===== config.mk =====
export PLATFORM = sky130hd
export DESIGN_NAME = dup_check_top
export DESIGN_NICKNAME = d
export VERILOG_FILES = /design/src/rtl/dlc_pkg.sv /design/src/rtl/dlc_lane.sv /design/src/rtl/dlc_compare.sv /design/src/rtl/dlc_ctrl.sv /design/src/rtl/dup_check_top.sv
export SDC_FILE = /design/constraint.sdc
export NUM_CORES = 1
export LEC_CHECK = 0
export ABC_CLOCK_PERIOD_IN_PS = 4400
export BUFFER_PORTS_ARGS = -buffer_cell sky130_fd_sc_hd__buf_2
export CORE_MARGIN = 4
export CORE_UTILIZATION = 55
export CTS_CLUSTER_DIAMETER = 150
export DETAILED_ROUTE_END_ITERATION = 12
export PLACE_DENSITY = 0.82
export SYNTH_ARGS = -nofsm -noshare
export SYNTH_HDL_FRONTEND = slang
export SYNTH_HIERARCHICAL = 1
export SYNTH_SLANG_ARGS = --single-unit

===== constraint.sdc =====
create_clock -name clk -period 4.4 [get_ports clk]
set_input_delay 0.88 -clock clk [delete_from_list [all_inputs] [get_ports clk]]
set_output_delay 0.88 -clock clk [all_outputs]
set_load 0.01 [all_outputs]

===== src/rtl/dlc_pkg.sv =====
package dlc_pkg;
    typedef enum logic [1:0] {
        ST_RUN    = 2'd0,
        ST_REPLAY = 2'd1,
        ST_VERIFY = 2'd2
    } dlc_state_t;
endpackage


===== src/rtl/dlc_lane.sv =====
module dlc_lane #(
    parameter int W = 8,
    localparam int RW = W + 1
) (
    input  logic          clk,
    input  logic          rst,
    input  logic [W-1:0]  opa,
    input  logic [W-1:0]  opb,
    input  logic [RW-1:0] flip,
    output logic [RW-1:0] q
);
    logic [RW-1:0] sum_raw;

    always_comb begin
        sum_raw = ({1'b0, opa} + {1'b0, opb}) ^ flip;
    end

    always_ff @(posedge clk) begin
        if (rst) q <= '0;
        else     q <= sum_raw;
    end
endmodule


===== src/rtl/dlc_compare.sv =====
module dlc_compare #(
    parameter int RW = 9
) (
    input  logic [RW-1:0] qa,
    input  logic [RW-1:0] qb,
    input  logic          cap_v,
    output logic          mism
);
    always_comb begin
        mism = cap_v && (qa != qb);
    end
endmodule


===== src/rtl/dlc_ctrl.sv =====
module dlc_ctrl
    import dlc_pkg::*;
(
    input  logic       clk,
    input  logic       rst,
    input  logic       mism,
    input  logic       in_valid,
    output dlc_state_t state_q,
    output logic       busy,
    output logic       accept,
    output logic       replay,
    output logic       cap_v_q
);
    dlc_state_t state_d;
    logic       cap_d;

    // state register
    always_ff @(posedge clk) begin
        if (rst) begin
            state_q <= ST_RUN;
            cap_v_q <= 1'b0;
        end else begin
            state_q <= state_d;
            cap_v_q <= cap_d;
        end
    end

    // next state
    always_comb begin
        state_d = ST_RUN;
        unique case (state_q)
            ST_RUN:    state_d = mism ? ST_REPLAY : ST_RUN;
            ST_REPLAY: state_d = ST_VERIFY;
            ST_VERIFY: state_d = mism ? ST_REPLAY : ST_RUN;
            default:   state_d = ST_RUN;
        endcase
    end

    // outputs
    always_comb begin
        busy   = 1'b0;
        replay = 1'b0;
        unique case (state_q)
            ST_RUN:    busy = mism;
            ST_REPLAY: begin
                busy   = 1'b1;
                replay = 1'b1;
            end
            ST_VERIFY: busy = mism;
            default:   busy = 1'b0;
        endcase
        accept = in_valid && !busy;
        cap_d  = accept || replay;
    end

    // a reported error is followed by a re-execution cycle
    a_r5_err_to_replay: assert property (@(posedge clk) disable iff (rst)
        mism |=> (state_q == ST_REPLAY));

    // every re-execution is checked in the next cycle
    a_r5_replay_to_verify: assert property (@(posedge clk) disable iff (rst)
        (state_q == ST_REPLAY) |=> (state_q == ST_VERIFY));

    // the verify cycle always compares a real capture
    a_r6_verify_captured: assert property (@(posedge clk) disable iff (rst)
        (state_q == ST_VERIFY) |-> cap_v_q);
endmodule


===== src/rtl/dup_check_top.sv =====
module dup_check_top
    import dlc_pkg::*;
#(
    parameter int W          = 8,
    parameter int FAULT_LANE = 1,
    localparam int RW    = W + 1,
    localparam int NCOPY = 2
) (
    input  logic          clk,
    input  logic          rst,
    input  logic          in_valid,
    input  logic [W-1:0]  op_a,
    input  logic [W-1:0]  op_b,
    input  logic [RW-1:0] fault_mask,
    output logic [RW-1:0] res_data,
    output logic          res_valid,
    output logic          err_flag,
    output logic          recov_busy
);
    dlc_state_t    state_q;
    logic          busy, accept, replay, cap_v_q, mism;
    logic [W-1:0]  save_a, save_b;
    logic [W-1:0]  exec_a, exec_b;
    logic [RW-1:0] lane_q [NCOPY];

    dlc_ctrl u_ctrl (
        .clk      (clk),
        .rst      (rst),
        .mism     (mism),
        .in_valid (in_valid),
        .state_q  (state_q),
        .busy     (busy),
        .accept   (accept),
        .replay   (replay),
        .cap_v_q  (cap_v_q)
    );

    // one-entry save of the last accepted operands
    always_ff @(posedge clk) begin
        if (rst) begin
            save_a <= '0;
            save_b <= '0;
        end else if (accept) begin
            save_a <= op_a;
            save_b <= op_b;
        end
    end

    always_comb begin
        exec_a = replay ? save_a : op_a;
        exec_b = replay ? save_b : op_b;
    end

    for (genvar i = 0; i < NCOPY; i++) begin : g_lane
        logic [RW-1:0] flip_i;
        if (i == FAULT_LANE) begin : g_hit
            assign flip_i = fault_mask;
        end else begin : g_clean
            assign flip_i = '0;
        end
        dlc_lane #(.W(W)) u_lane (
            .clk  (clk),
            .rst  (rst),
            .opa  (exec_a),
            .opb  (exec_b),
            .flip (flip_i),
            .q    (lane_q[i])
        );
    end

    dlc_compare #(.RW(RW)) u_cmp (
        .qa    (lane_q[0]),
        .qb    (lane_q[1]),
        .cap_v (cap_v_q),
        .mism  (mism)
    );

    always_comb begin
        res_data   = lane_q[0];
        res_valid  = cap_v_q && !mism;
        err_flag   = mism;
        recov_busy = busy;
    end

    // clean outputs in the first cycle after reset
    a_r1_reset_clean: assert property (@(posedge clk) disable iff (rst)
        $past(rst) |-> (!res_valid && !err_flag && !recov_busy));

    // a failed comparison never delivers a result
    a_r3_err_no_valid: assert property (@(posedge clk) disable iff (rst)
        err_flag |-> !res_valid);

    // saved operands stay put while recovery is running
    a_r7_save_hold: assert property (@(posedge clk) disable iff (rst)
        recov_busy |=> ($stable(save_a) && $stable(save_b)));

    // a reported error keeps the block busy into the re-execution
    a_r4_busy_through_replay: assert property (@(posedge clk) disable iff (rst)
        err_flag |=> recov_busy);
endmodule


Yosys cells after proc, flatten, opt, wreduce, memory -nomap -nowiden

Index checks and enable logic that the tools add are counted.

Bits in registers: 37
Latch bits: 0
Memory bits (writable): 0
ROM bits: 0
Output and inout bits: 12
Memories kept: 0

Add/subtract/negate cells: 1
$mul: 0
Div/mod/pow operators: 0
Order comparisons: 0
Eq/ne operators: 3
Shift-type cells: 0
Muxes and demuxes: 6
Bitwise logic cells: 1
Reductions and logical operators: 8

Operators with widths:

| kind                 | number |
|---|---|
| $mux W8              | 2 |
| $add A8 B8 Y9        | 1 |
| $ne A9 B9 Y1         | 1 |
| $xor A9 B9 Y9        | 1 |
| $pmux W2 S2          | 1 |
| $logic_and A1 B1 Y1  | 3 |
| $eq A2 B1 Y1 const B | 1 |
| $eq A2 B2 Y1 const B | 1 |
| $logic_not A1 Y1     | 2 |
| $logic_not A2 Y1     | 1 |
| $mux W1              | 2 |
| $pmux W1 S2          | 1 |
| $reduce_or A2 Y1     | 1 |
| $logic_or A1 B1 Y1   | 1 |

Logic depth before layout (Yosys ltp)

Depth after elaboration: 6
Gate-level depth with buffers: 12
Gate-level depth less buffers: 10

Modules after synthesis

The synthesis kept the hierarchy.

By module, submodules not included:

| module        | times used | cells each | area each (um^2) | seq. area each (um^2) |
|---|---|---|---|---|
| dlc_lane      | 2          | 78         | 674.4            | 180.2 |
| dup_check_top | 1          | 72         | 834.6            | 320.3 |
| dlc_ctrl      | 1          | 14         | 126.4            | 60.1 |
| dlc_compare   | 1          | 12         | 101.3            | 0.0 |

Worst setup path after synthesis

OpenSTA, ideal clock, no wires.

Path kind: input port to flip-flop
Start point: in op_a[0]
End point: reg g_lane[0].u_lane.q[8]
Setup time: 0.121 ns
Arrival time: 2.327 ns
Data required time: 4.279 ns
Setup slack: 1.952 ns
Stages on the path: 8
Cells stage by stage: mux2_2 > ha_1 > inv_1 > fa_1 > nor2b_4 > o31ai_2 > a21oi_1 > mux2_4

Cells in the longest elaborated chain, start to end: 2

Ends and longest elaborated chain:

| element              | RTL line            | source |
|---|---|---|
| from (decl)          | dup_check_top.sv:12 | `input logic [W-1:0] op_a,` |
| $mux W8              | dup_check_top.sv:50 | `exec_a = replay ? save_a : op_a;` |
| $add A8 B8 Y9        | dlc_lane.sv:15      | `sum_raw = ({1'b0, opa} + {1'b0, opb}) ^ flip;` |
| to (signal assigned) | dlc_lane.sv:20      | `else q <= sum_raw;` |
| to (decl)            | dlc_lane.sv:10      | `output logic [RW-1:0] q` |

No other way between the ends.
A chain may end at the register's enable or synchronous reset.

Worst setup path after layout

Start point: reg u_ctrl.state_q[1]
End point: reg g_lane[0].u_lane.q[8]

Cells in the longest elaborated chain, start to end: 4
Elaborated cells on any way between the ends: 5
Classes of those cells: 1 x add/sub; 1 x eq/ne; 3 x mux

Ends and longest elaborated chain:

| element                | RTL line            | source |
|---|---|---|
| from (decl)            | dlc_ctrl.sv:8       | `output dlc_state_t state_q,` |
| from (signal assigned) | dlc_ctrl.sv:23      | `state_q <= state_d;` |
| $eq A2 B1 Y1           | dlc_ctrl.sv:43      | `unique case (state_q)` |
| $mux W1                | dlc_ctrl.sv:43      |  |
| named net replay       | dup_check_top.sv:21 | `logic busy, accept, replay, cap_v_q, mism;` |
| $mux W8                | dup_check_top.sv:50 |  |
| named net exec_a[0]    | dup_check_top.sv:23 | `logic [W-1:0] exec_a, exec_b;` |
| $add A8 B8 Y9          | dlc_lane.sv:15      |  |

The timed path passes the listed nets, and every way through them passes these cells.

==> out/results.txt <==
The run finished with clean final reports. The die height was 74.2 microns. For the detailed router's first-iteration violation count, the log shows 108. The logs give 0 ns for the sum of negative setup slack and 0 for the number of antenna violations at the first check in global routing. After synthesis the netlist holds a flip-flop and latch count of 37.

After synthesis, flip-flops and latches occupy 30.7% of the total area. The run gives 23 as the number of standard-cell rows in the floorplan. Share of final-layout standard cells stronger than drive strength 1: 23.8%. TritonCTS built the clock tree. The first element of the critical path is u_ctrl/state_q[1]. The worst register-to-register path has a depth of 10. 0 antenna diodes ended up in the layout. Relative to the synthesized area, the layout overhead comes to 14.7%. The path with the worst hold slack has its endpoint at save_b[5]. Entering global routing, the biggest net connects 45 pins.

The detailed router placed 1886 vias in this run. Final design area excluding fillers: 2770 sq um. In this run the tightest slew margin relative to its limit is 37.5%. Counting stages on the worst path, the most repeated cell is sky130_fd_sc_hd__inv_1. Reg-to-reg critical path endpoint: g_lane[0].u_lane/q[8]. The number of nets with antenna violations after detailed routing is 0. Setup repair after global routing left no endpoint under its margin. The path category of the worst min-delay check is reg -> reg. The maximum count of clock buffers along a single path came out at 2. The category of the critical setup timing path is reg -> reg.

Before antenna repair, the detailed router went through 4 iterations. Counting the buffers created by CTS gives 5. For the TritonCTS sink count, the log shows 37. For this design the ratio of total power to cell area is 415 nW/um^2. The count of instances resized after the clock tree is built was 0; the number of different library cells in the post-synthesis netlist was 40.

In the final design database the tool counted 347 nets. For this run, the number of Yosys warnings is 6. The tools report the smallest setup slack after layout as 1.37 ns.

After clock tree synthesis, the setup repair step added 0 buffers. In this run, post-CTS hold repair placed 0 buffers. The core region is 4120 sq um. Data on the critical path arrives at its endpoint at 3.22 ns. The placer's final routability congestion estimate is 0.900. The mapped netlist covers 2410 sq um. Using the TritonRoute via totals, the vias-per-cell ratio works out to 5.36. The maximum operating frequency was 0.330 GHz; the number of levels in the clock H-tree was 2. The tool flagged a number of max-cap violations equal to 0. Traced cell by cell, the critical path runs through nand2b_1 -> inv_1 -> mux2_2 -> ha_1 -> inv_1 -> fa_1 -> nor2b_4 -> o31ai_2 -> a21oi_1 -> mux2_4. The die covers 5510 sq um.

The worst setup path is captured at a register. X dimension of the die: 74.2 microns. Once placement completed, the tool counted placed cells totaling 344. Summed over all layers, the routed wires come to 4910 microns. The finished layout holds 352 standard cells, fillers aside. The max-slew violation total from the final report was 0. The startpoint of the lowest-slack hold path was save_b[5].

The clock reaches the later pin of the worst-skew pair after 0.30 ns. Each instance of the synthesized netlist takes up on average 9.49 sq um. Dividing the final minimum period by the clock period gives 68.9%. The origin of the critical flop-to-flop path is u_ctrl/state_q[1]. The worst slack after detailed placement is 1.42 ns. The layout has 330 filler cells. The slowest cell on the critical path was sky130_fd_sc_hd__inv_1. For the hold violation total from the final report, the log shows 0. After technology mapping, the gate count stands at 254. Detailed placement finished with a half-perimeter wire length of 3730 microns. The routed wire length per instance was 13.9 microns; the worst reg-to-reg setup slack was 1.37 ns. The starting utilization of the core area is 58.6%, and the number of buffers inserted by port buffering is 39. For the maximum VDD drop, the log shows 0.236 mV. The final routed DRC violation total is 0. The number of failing setup endpoints in the final timing report was 0. Across the routed clock network, the largest skew measured is 0.0100 ns. Counting instances, the worst hold path has a depth of 2. The worst setup path is launched from a register. The via count of the first global-routing pass is 1836, and the worst stage delay on the critical path is 0.58 ns. In this run the count of I/O pins placed on the die edge is 40. Summed over all layers, the global routing overflow is 0. Transition time of the tightest slew-check pin: 0.937 ns. The worst path in the final design needs a cycle of 3.03 ns, including I/O delays and setup.

In this run the worst path has a maximum fanout of 16. Global routing used 18.8% of the available tracks across all layers. Clock-pin slew was measured on the worst setup and hold paths at 0.08 ns. The standard cell area after detailed placement came out at 2630 sq um. In this run the static leakage power is 0.00127 uW. The logs give 4.59 ns for the required time at the endpoint of the critical path and 7910 microns for the wire length of the first global-routing pass.

Buffer cell driving the clock tree root: sky130_fd_sc_hd__clkbuf_8.
per-stage QoR:
stage               util, %  hold WS [ns]  power (uW)
detailed placement     63.9         0.482         792
finish                 67.2         0.492        1150
global route           67.2         0.528        1210
CTS                    67.2         0.501        1150
floorplan                 -         0.454         709
global placement       63.9         0.472         779
worst max-delay path by stage:
stage,to,cells past startpoint
2_1_floorplan,g_lane[0].u_lane/q[8],8
3_3_place_gp,g_lane[0].u_lane/q[8],10
3_5_place_dp,g_lane[0].u_lane/q[8],10
4_1_cts,g_lane[0].u_lane/q[8],10
5_1_grt,g_lane[0].u_lane/q[8],10
6_report,g_lane[0].u_lane/q[8],10
report_power, final:
part	switching [uW]	total (uW)	internal, uW
registers	24.0	406	382
clock network	132	361	228
logic	198	382	183
cell type report:
cell class / instances / area (sq um) / share of cell area, %
Clock buffer: 5 / 68.8 / 2.49
Clock inverter: 3 / 68.8 / 2.49
Inverter: 14 / 52.6 / 1.90
Multi-Input combinational cell: 204 / 1580 / 57.0
Sequential cell: 37 / 741 / 26.8
Tap cell: 50 / 62.6 / 2.26
Timing Repair Buffer: 39 / 195 / 7.06
sequential cells by signal (all words and copies together), names as in the netlist:
| name | count |
|---|---|
| g_lane.u_lane/q | 18 |
| save_a | 8 |
| save_b | 8 |
| u_ctrl/cap_v_q | 1 |
| u_ctrl/state_q | 2 |
cells in the final DEF (no fill, tap or decap), drive strengths merged, types with 4 or more instances in the layout:
cell type	netlist	final
a21o	4	4
a21oi	14	14
buf	6	39
clkbuf	2	5
conb	1	10
dfxtp	37	37
ha	16	16
inv	14	15
mux2	18	18
mux2i	16	16
nand2	9	9
nand3	9	9
nor2	30	30
nor2b	6	6
nor3	4	4
o21a	6	6
o21ai	8	8
o31ai	4	4
or3	4	4
xnor2	21	21
xor2	8	8
synth_stat cells:
master / instances / area share [%]
sky130_fd_sc_hd__dfxtp_1: 37 / 31
sky130_fd_sc_hd__nor2_1: 30 / 4.7
sky130_fd_sc_hd__xnor2_1: 21 / 7.6
sky130_fd_sc_hd__ha_1: 16 / 8.3
sky130_fd_sc_hd__mux2i_1: 16 / 6.6
sky130_fd_sc_hd__inv_1: 14 / 2.2
sky130_fd_sc_hd__a21oi_1: 12 / 2.5
sky130_fd_sc_hd__mux2_4: 12 / 7.5
sky130_fd_sc_hd__nand2_1: 9 / 1.4
sky130_fd_sc_hd__nand3_1: 9 / 1.9
sky130_fd_sc_hd__xor2_1: 8 / 2.9
sky130_fd_sc_hd__mux2_2: 6 / 2.8
sky130_fd_sc_hd__o21a_1: 6 / 1.9
sky130_fd_sc_hd__o21ai_0: 6 / 1.2
sky130_fd_sc_hd__a21o_1: 4 / 1.2
sky130_fd_sc_hd__nor2b_1: 4 / 1.0
sky130_fd_sc_hd__nor3_1: 4 / 0.83
sky130_fd_sc_hd__or3_1: 4 / 1.0
sky130_fd_sc_hd__o32ai_1: 3 / 1.1
sky130_fd_sc_hd__a211oi_1: 2 / 0.62
sky130_fd_sc_hd__a21oi_2: 2 / 0.73
sky130_fd_sc_hd__a31oi_1: 2 / 0.52
sky130_fd_sc_hd__buf_6: 2 / 0.93
sky130_fd_sc_hd__clkbuf_1: 2 / 0.31
sky130_fd_sc_hd__fa_1: 2 / 1.7
sky130_fd_sc_hd__nand2b_1: 2 / 0.52
sky130_fd_sc_hd__nor2b_4: 2 / 1.1
sky130_fd_sc_hd__nor4_1: 2 / 0.52
sky130_fd_sc_hd__o21ai_1: 2 / 0.42
sky130_fd_sc_hd__o31ai_1: 2 / 0.62
sky130_fd_sc_hd__o31ai_2: 2 / 1.0
sky130_fd_sc_hd__and3_1: 1 / 0.26
sky130_fd_sc_hd__buf_1: 1 / 0.16
sky130_fd_sc_hd__buf_12: 1 / 0.83
sky130_fd_sc_hd__buf_2: 1 / 0.21
sky130_fd_sc_hd__buf_8: 1 / 0.62
sky130_fd_sc_hd__conb_1: 1 / 0.16
sky130_fd_sc_hd__nand2b_4: 1 / 0.57
sky130_fd_sc_hd__nand4_1: 1 / 0.26
sky130_fd_sc_hd__o41a_1: 1 / 0.47
metal layers:
layer | part of all wire [%] | track usage (%) | vias to the layer above
met5 | 0 | 0 | -
met4 | 1.0 | 5.73 | 0
met3 | 6.1 | 4.59 | 4
met2 | 48 | 32.0 | 51
met1 | 45 | 23.5 | 863
li1 | - | - | 968
logic make-up (layout without fill, tap and decap cells):
family                   after synthesis  after routing  share of synthesized area [%]
buffers and inverters                 22             61                           5.24
adder cells (fa/ha/maj)               18             18                           9.96
flip-flops                            37             37                           30.7
AO/OA/AOI/OAI                         44             44                           12.4
XOR/XNOR                              29             29                           10.5
AND/OR/NAND/NOR                       69             69                           14.1
multiplexers                          34             34                           16.9
other                                  1             10                          0.156
worst max-delay path, delay by kind of cell (launching register included):
family / cells / cell delay (ns)
muxes: 2 / 0.74
buffers and inverters: 2 / 0.65
adders and majority gates: 2 / 0.48
AOI/OAI and AO/OA: 2 / 0.48
DFF: 1 / 0.31
and+or+nand+nor: 2 / 0.25
(Power assumes the default switching activity.)
